===== src/rtl/ets_pkg.sv =====
package ets_pkg;

    localparam int CODE_W = 4;

    // bit 1: level sensitive, bit 0: active value
    typedef enum logic [1:0] {
        SENSE_FALL = 2'b00,
        SENSE_RISE = 2'b01,
        SENSE_LOW  = 2'b10,
        SENSE_HIGH = 2'b11
    } sense_e;

    typedef struct packed {
        logic              en;
        logic              src;
        logic [CODE_W-1:0] code;
        sense_e            mode;
    } cfg_t;

    function automatic logic mode_is_level(sense_e m);
        return m[1];
    endfunction

    function automatic logic mode_pol(sense_e m);
        return m[0];
    endfunction

endpackage


===== src/rtl/ets_src_mux.sv =====
module ets_src_mux
    import ets_pkg::*;
#(
    parameter int N_PIN   = 16,
    parameter int N_DED   = 4,
    parameter bit HAS_DED = 1'b1
) (
    input  cfg_t             cfg_i,
    input  logic [N_PIN-1:0] pin_i,
    input  logic [N_DED-1:0] ded_i,
    output logic             raw_o,
    output logic             valid_o,
    output logic             rsvd_o,
    output logic [N_PIN-1:0] ibuf_o
);

    logic use_ded;
    assign use_ded = (HAS_DED != 1'b0) && cfg_i.src;

    always_comb begin
        raw_o   = 1'b0;
        valid_o = 1'b0;
        rsvd_o  = 1'b0;
        if (use_ded) begin
            rsvd_o = 1'b1;
            for (int i = 0; i < N_DED; i++) begin
                if (cfg_i.code == CODE_W'(i)) begin
                    raw_o   = ded_i[i];
                    valid_o = 1'b1;
                    rsvd_o  = 1'b0;
                end
            end
        end else begin
            for (int i = 0; i < N_PIN; i++) begin
                if (cfg_i.code == CODE_W'(i)) begin
                    raw_o   = pin_i[i];
                    valid_o = 1'b1;
                end
            end
        end
    end

    // one buffer-enable decoder per pin
    for (genvar g = 0; g < N_PIN; g++) begin : g_ibuf
        assign ibuf_o[g] = cfg_i.en && !use_ded && (cfg_i.code == CODE_W'(g));
    end

endmodule


===== src/rtl/ets_sync.sv =====
module ets_sync
    import ets_pkg::*;
#(
    parameter int STAGES = 2
) (
    input  logic clk,
    input  logic rst_n,
    input  logic raw_i,
    input  cfg_t cfg_i,
    output logic sync_o,
    output logic prev_o,
    output logic armed_o
);

    localparam int HOLD_W = $clog2(STAGES + 1);

    typedef struct packed {
        logic [STAGES-1:0] chain;
        logic              prev;
        cfg_t              cfg;
        logic [HOLD_W-1:0] hold;
    } sync_st_t;

    sync_st_t st_d, st_q;
    logic     cfg_chg;

    always_comb begin
        st_d       = st_q;
        cfg_chg    = (cfg_i != st_q.cfg);
        st_d.chain = {st_q.chain[STAGES-2:0], raw_i};
        st_d.prev  = st_q.chain[STAGES-1];
        st_d.cfg   = cfg_i;
        if (cfg_chg) begin
            st_d.hold = HOLD_W'(STAGES);
        end else if (st_q.hold != '0) begin
            st_d.hold = st_q.hold - HOLD_W'(1);
        end
    end

    always_ff @(posedge clk or negedge rst_n) begin
        if (!rst_n) begin
            st_q.chain <= '0;
            st_q.prev  <= 1'b0;
            st_q.cfg   <= '0;
            st_q.hold  <= HOLD_W'(STAGES);
        end else begin
            st_q <= st_d;
        end
    end

    assign sync_o  = st_q.chain[STAGES-1];
    assign prev_o  = st_q.prev;
    assign armed_o = (st_q.hold == '0) && !cfg_chg;

    AST_CHG_DISARMS: assert property (@(posedge clk) disable iff (!rst_n)
        cfg_chg |=> !armed_o);

endmodule


===== src/rtl/ets_cond.sv =====
module ets_cond
    import ets_pkg::*;
(
    input  logic   clk,
    input  logic   rst_n,
    input  logic   sync_i,
    input  logic   prev_i,
    input  logic   armed_i,
    input  logic   valid_i,
    input  logic   en_i,
    input  sense_e mode_i,
    output logic   start_o,
    output logic   lvl_o
);

    typedef struct packed {
        logic start;
        logic lvl;
    } cond_st_t;

    cond_st_t st_d, st_q;
    logic     live, at_lvl, edge_hit;

    always_comb begin
        live     = en_i && valid_i && armed_i;
        at_lvl   = (sync_i == mode_pol(mode_i));
        edge_hit = mode_pol(mode_i) ? (sync_i && !prev_i) : (!sync_i && prev_i);
        st_d.lvl   = live && at_lvl;
        st_d.start = live && (mode_is_level(mode_i) ? at_lvl : edge_hit);
    end

    always_ff @(posedge clk or negedge rst_n) begin
        if (!rst_n) begin
            st_q <= '0;
        end else begin
            st_q <= st_d;
        end
    end

    assign start_o = st_q.start;
    assign lvl_o   = st_q.lvl;

    AST_EDGE_SINGLE: assert property (@(posedge clk) disable iff (!rst_n)
        (st_q.start && !mode_is_level(mode_i)) |=> !st_q.start);
    AST_UNARMED_QUIET: assert property (@(posedge clk) disable iff (!rst_n)
        !armed_i |=> (!st_q.start && !st_q.lvl));

endmodule


===== src/rtl/ext_trig_sel.sv =====
module ext_trig_sel
    import ets_pkg::*;
#(
    parameter int N_PIN       = 16,
    parameter int N_DED       = 4,
    parameter bit HAS_DED     = 1'b1,
    parameter int SYNC_STAGES = 2
) (
    input  logic              clk,
    input  logic              rst_n,
    input  logic              trig_en,
    input  logic              src_sel,
    input  logic [CODE_W-1:0] chan_code,
    input  logic [N_PIN-1:0]  pin_lvl,
    input  logic [N_DED-1:0]  ded_trig,
    input  logic              sense_level,
    input  logic              sense_pol,
    output logic              start_req,
    output logic              level_active,
    output logic              code_rsvd,
    output logic [N_PIN-1:0]  pin_ibuf_en
);

    cfg_t cfg;
    logic raw, valid, sync_v, prev_v, armed;

    always_comb begin
        cfg.en   = trig_en;
        cfg.src  = src_sel;
        cfg.code = chan_code;
        cfg.mode = sense_e'({sense_level, sense_pol});
    end

    ets_src_mux #(.N_PIN(N_PIN), .N_DED(N_DED), .HAS_DED(HAS_DED)) mux_i (
        .cfg_i  (cfg),
        .pin_i  (pin_lvl),
        .ded_i  (ded_trig),
        .raw_o  (raw),
        .valid_o(valid),
        .rsvd_o (code_rsvd),
        .ibuf_o (pin_ibuf_en)
    );

    ets_sync #(.STAGES(SYNC_STAGES)) sync_i (
        .clk    (clk),
        .rst_n  (rst_n),
        .raw_i  (raw),
        .cfg_i  (cfg),
        .sync_o (sync_v),
        .prev_o (prev_v),
        .armed_o(armed)
    );

    ets_cond cond_i (
        .clk    (clk),
        .rst_n  (rst_n),
        .sync_i (sync_v),
        .prev_i (prev_v),
        .armed_i(armed),
        .valid_i(valid),
        .en_i   (trig_en),
        .mode_i (cfg.mode),
        .start_o(start_req),
        .lvl_o  (level_active)
    );

    AST_RSVD_QUIET: assert property (@(posedge clk) disable iff (!rst_n)
        code_rsvd |=> (!start_req && !level_active));
    AST_DISABLED_QUIET: assert property (@(posedge clk) disable iff (!rst_n)
        !trig_en |=> (!start_req && !level_active));
    AST_IBUF_ONEHOT: assert property (@(posedge clk) disable iff (!rst_n)
        $onehot0(pin_ibuf_en));

endmodule


===== config.mk =====
export PLATFORM = sky130hd
export DESIGN_NAME = ext_trig_sel
export DESIGN_NICKNAME = d
export VERILOG_FILES = /design/src/rtl/ets_pkg.sv /design/src/rtl/ets_src_mux.sv /design/src/rtl/ets_sync.sv /design/src/rtl/ets_cond.sv /design/src/rtl/ext_trig_sel.sv
export SDC_FILE = /design/constraint.sdc
export NUM_CORES = 1
export LEC_CHECK = 0
export ABC_AREA = 1
export BUFFER_PORTS_ARGS = -buffer_cell sky130_fd_sc_hd__buf_2
export CAP_MARGIN = 25
export CORE_MARGIN = 2
export CORE_UTILIZATION = 40
export DETAILED_ROUTE_END_ITERATION = 10
export GPL_TIMING_DRIVEN = 0
export PLACE_DENSITY = 0.79
export REMOVE_ABC_BUFFERS = 1
export SLEW_MARGIN = 0
export SYNTH_ARGS = -nofsm -noshare
export SYNTH_HDL_FRONTEND = slang
export SYNTH_SLANG_ARGS = --single-unit

===== constraint.sdc =====
create_clock -name clk -period 1.57 [get_ports clk]
set_input_delay 0.0785 -clock clk [delete_from_list [all_inputs] [get_ports clk]]
set_output_delay 0.0785 -clock clk [all_outputs]
set_load 0.1 [all_outputs]

-- Yosys cells after proc, flatten, opt, wreduce, memory -nomap -nowiden
Cells that the tools add are included.
- register bits after elaboration: 15
- input port bits: 30
- output and inout port bits: 19
- word-level logic and storage cells: 106
- $add $sub $neg: 1
- equal/unequal tests: 17
- multiplexer cells: 47
- reductions and logical operators: 32
- operator list (kind ; number):
    1-bit two-way mux ; 45
    4-bit equality test (second input constant) ; 8
    1-bit logical AND ; 24
    4-bit by 3-bit equality test with 1-bit output (second input constant) ; 4
    4-bit by 2-bit equality test with 1-bit output (second input constant) ; 2
    8-bit != test ; 1
    4-bit by 1-bit equality test with 1-bit output (second input constant) ; 1
    1-bit logical NOT ; 4
    4-bit logical NOT ; 1
    2-bit two-way mux ; 2
    2-bit nonzero test ; 2
    2-bit logical NOT ; 1
    2-bit by 1-bit subtractor with 2-bit output (second input constant) ; 1
    1-bit equality test ; 1

-- Logic depth before layout (Yosys ltp)
- depth after elaboration: 21
- mapped depth: 13
- gate-level depth less buffers: 12

-- Cells and area by module
Synthesis repeated with hierarchy kept, for this count alone.
- cell total of the unflattened synthesis: 145
- area total of the unflattened synthesis: 1006.0 µm²
- by module, submodules not included (module ; times used ; cells each ; area each (µm²) ; sequential area each (µm²)):
    ets_sync ; 1 ; 50 ; 509.2 ; 326.6
    ets_src_mux ; 1 ; 80 ; 389.1 ; 0.0
    ets_cond ; 1 ; 15 ; 107.6 ; 50.0

-- Worst setup path after synthesis
No wires, ideal clock.
- kind: input port to output port
- start point: in chan_code[1]
- end point: out pin_ibuf_en[0]
- data arrival time: 3.316 ns
- setup slack: -1.825 ns
- stages: 4
- buffers on the path: 1
- path through: buf_6 -> nor2_2 -> inv_1 -> nor4_1
- longest elaborated chain between the ends: 2
- ends and longest elaborated chain (item ; line ; text):
    start, declared ; ext_trig_sel.sv:13 ; input logic [CODE_W-1:0] chan_code,
    4-bit logical NOT ; ets_src_mux.sv:45 ; assign ibuf_o[g] = cfg_i.en && !use_ded && (cfg_i.code == CODE_W'(g));
    1-bit logical AND ; ets_src_mux.sv:45 ;
    end, declared ; ext_trig_sel.sv:21 ; output logic [N_PIN-1:0] pin_ibuf_en
Every way passes these cells.

-- Final worst setup path
- start point: in src_sel
- end point: out pin_ibuf_en[0]
- longest elaborated chain between the ends: 3
- ends and longest elaborated chain (item ; line ; text):
    start, declared ; ext_trig_sel.sv:12 ; input logic src_sel,
    1-bit logical NOT ; ets_src_mux.sv:45 ;
    1-bit logical AND (2 in series) ; ets_src_mux.sv:45 ;
Every way passes these cells.

==> flow_summary.json <==
{
  "p_switching_w": 0.000284,
  "die_w_um": 53.6,
  "die-area_mm2": 0.00287,
  "grt_usage": 0.185,
  "grt_antenna_before_repair": 0,
  "fin_crit_ns": 1.51,
  "areaGrowthSynthToFinish_pct": 34.0,
  "skew_ns": 0.00710,
  "core_mm2": 0.00228,
  "max_clock_freq_ghz": 0.664,
  "cp.required_ns": 1.49,
  "clk_latency_ns": 0.28,
  "seqPwrFrac": 0.482,
  "hold_viol_final": 0,
  "postCtsSetupBuffers": 0,
  "die_y_um": 53.6,
  "yosys_register_bits": 15,
  "htree_levels": 1,
  "n_fill_cell": 219,
  "gp_congestion": 0.775,
  "port_buffers": 48,
  "status": "completed",
  "design_area_mm2": 0.00132,
  "arrival_ns": 1.43,
  "grt_overflow": 0,
  "drive_above_1_share": 0.360,
  "leakage_nw": 0.678,
  "synth_edf_count": 0,
  "path_max_fanout": 16,
  "hp-class": "primary input to register",
  "tns_ns": 0,
  "ys_seq_area_frac": 0.383,
  "netSwitchingFraction": 0.328,
  "synth_area_per_cell_um2": 7.92,
  "antenna_left": 0,
  "setup-violations-final": 0,
  "synth_top_flop_cell": "dfrtp_1",
  "remaining_drc_errors": 0,
  "syn_area_um2": 982,
  "cts_max_path_buffers": 2,
  "viasPerCell": 5.16,
  "synth_commonest_cells": "dfrtp_1, nand2_1",
  "clock-sinks": 15,
  "numCtsBuffers": 3,
  "tritoncts": "done",
  "ys_warn_count": 0,
  "end_kind": "output port",
  "synth.distinct_cells": 25,
  "routedWlPerCell_um": 12.4,
  "slew_viol_final": 0,
  "finalWirelength_mm": 2.56,
  "synth_area_leaders": "dfrtp_1, xor2_1, nand3_1, nor3_1, nand2_1",
  "grt_pass1_vias": 981,
  "num_vias": 1063,
  "p_int_w": 0.000580,
  "post_dp_cell_area_mm2": 0.00122,
  "p_comb_frac": 0.264,
  "num_antenna_cells": 0,
  "dp_hpwl_mm": 1.93,
  "root_buffer": "clkbuf_4",
  "synth_top_area_cell": "dfrtp_1",
  "drt_iter0_markers": 19,
  "fin_crit_sh": 0.959,
  "initial_core_util": 0.432,
  "grt_max_degree": 17,
  "power_density_mw_per_mm2": 656,
  "async_reset_ff_frac": 1.00,
  "crit_path_start_kind": "primary input",
  "ios": 49,
  "clkPwrFrac": 0.254,
  "relSlewSlack": 0.656,
  "grt_pass1_wl_mm": 3.93,
  "worst_pin_slew_ns": 0.515,
  "maxCapViolations": 0,
  "nets": 210,
  "path_clk_slew_ns": 0.08,
  "power_w": 0.000864,
  "crit_type": "primary input to output port",
  "synthCells": 124,
  "num_rows": 17,
  "yosysTopAreaCellShare": 0.357,
  "dr.pass1.iters": 5,
  "max-vdd-ir-drop_mv": 0.462
}
## cells by family after synthesis
family	Yosys count	synth area share
and+or+nand+nor	69	0.359
buffers and inverters	20	0.0993
DFF	15	0.383
AOI/OAI and AO/OA	11	0.0739
xor gates and xnor gates	8	0.0713
adders and majority gates	1	0.0127
## repair_timing
| item | 4_1_cts | 5_1_grt |
|---|---|---|
| gates resized for setup | 0 | 4 |
| hold buffers | 5 | 1 |
| hold endpoints to repair | 19 | 1 |
| setup endpoints to repair | 0 | 4 |
## layout by cell type (no fill, tap or decap), drive strengths merged
cell and count:
o21ai 3, dlygate4sd3 6, clkbuf 8, ha 1, o2111ai 1, nand2 16
nor4 5, dfstp 1, inv 16, nor3 12, and2 1, xor2 8
a31oi 1, a21oi 5, o211ai 1, nand3 12, dfrtp 14, nand4 8
buf 44, nor2 15
## final timing paths
| path | startpoint | slack, ns | to | cells after the start |
|---|---|---|---|---|
| worst min-delay path | chan_code[1] | 0.05 | sync_i.st_q[5]$_DFF_PN0_ | 1 |
| worst max-delay path | src_sel | 0.06 | pin_ibuf_en[0] | 5 |
| worst max register to register | sync_i.st_q[9]$_DFF_PN0_ | 0.18 | cond_i.lvl_o$_DFF_PN0_ | 5 |
| worst min register to register | sync_i.st_d[12]$_DFF_PN0_ | 0.36 | sync_i.sync_o$_DFF_PN0_ | 0 |
| min in group asynchronous | rst_n | 0.22 | sync_i.st_q[0]$_DFFE_PN0N_ | 2 |
| max in group asynchronous | rst_n | 1.06 | sync_i.st_q[1]$_DFFE_PN1N_ | 2 |
## critical path: stages
cell,delay [ns]
buf_2,0.14
inv_1,0.12
nand2_1,0.32
nor4_1,0.37
clkbuf_4,0.40
## through the flow
stage                      util  instances  hold slack, ns  setup WS (ns)
after floorplan               -        120          -0.217          -1.84
after global placement    0.536        196         -0.0145          0.110
after detailed placement  0.536        196        -0.00346         0.0482
after CTS                 0.570        205         0.00708         0.0514
final                     0.578        206          0.0481         0.0649
after global routing      0.578        206          0.0324        -0.0381
## registers in the layout (all words and copies together) (netlist names)
register and count:
cond_i.lvl_o 1, sync_i.prev_o 1, sync_i.st_q 10, cond_i.start_o 1
sync_i.st_d 1, sync_i.sync_o 1
## metal layers
metal,vias up,share of wire,track usage
li1,529,-,-
met1,481,0.43,0.211
met2,49,0.48,0.354
met3,4,0.080,0.0500
met4,0,0.0031,0.0171
met5,-,0,0
## power groups by stage
stage,registers (W),clock network (W),logic (W)
2_1_floorplan,0.000422,0,0.000126
3_3_place_gp,0.000422,0,0.000208
3_5_place_dp,0.000424,0,0.000214
4_1_cts,0.000417,0.000224,0.000225
5_1_grt,0.000418,0.000241,0.000247
6_report,0.000416,0.000219,0.000228
## cell type report
class	instances	area, µm²	share of cell area
inverter	16	60.1	0.0456
sequential	15	377	0.286
tap	28	35.0	0.0266
multi-input combinational	89	508	0.386
clock buffer	4	26.3	0.0200
timing repair buffer	54	310	0.236
Power figures use the tool's default switching activity.
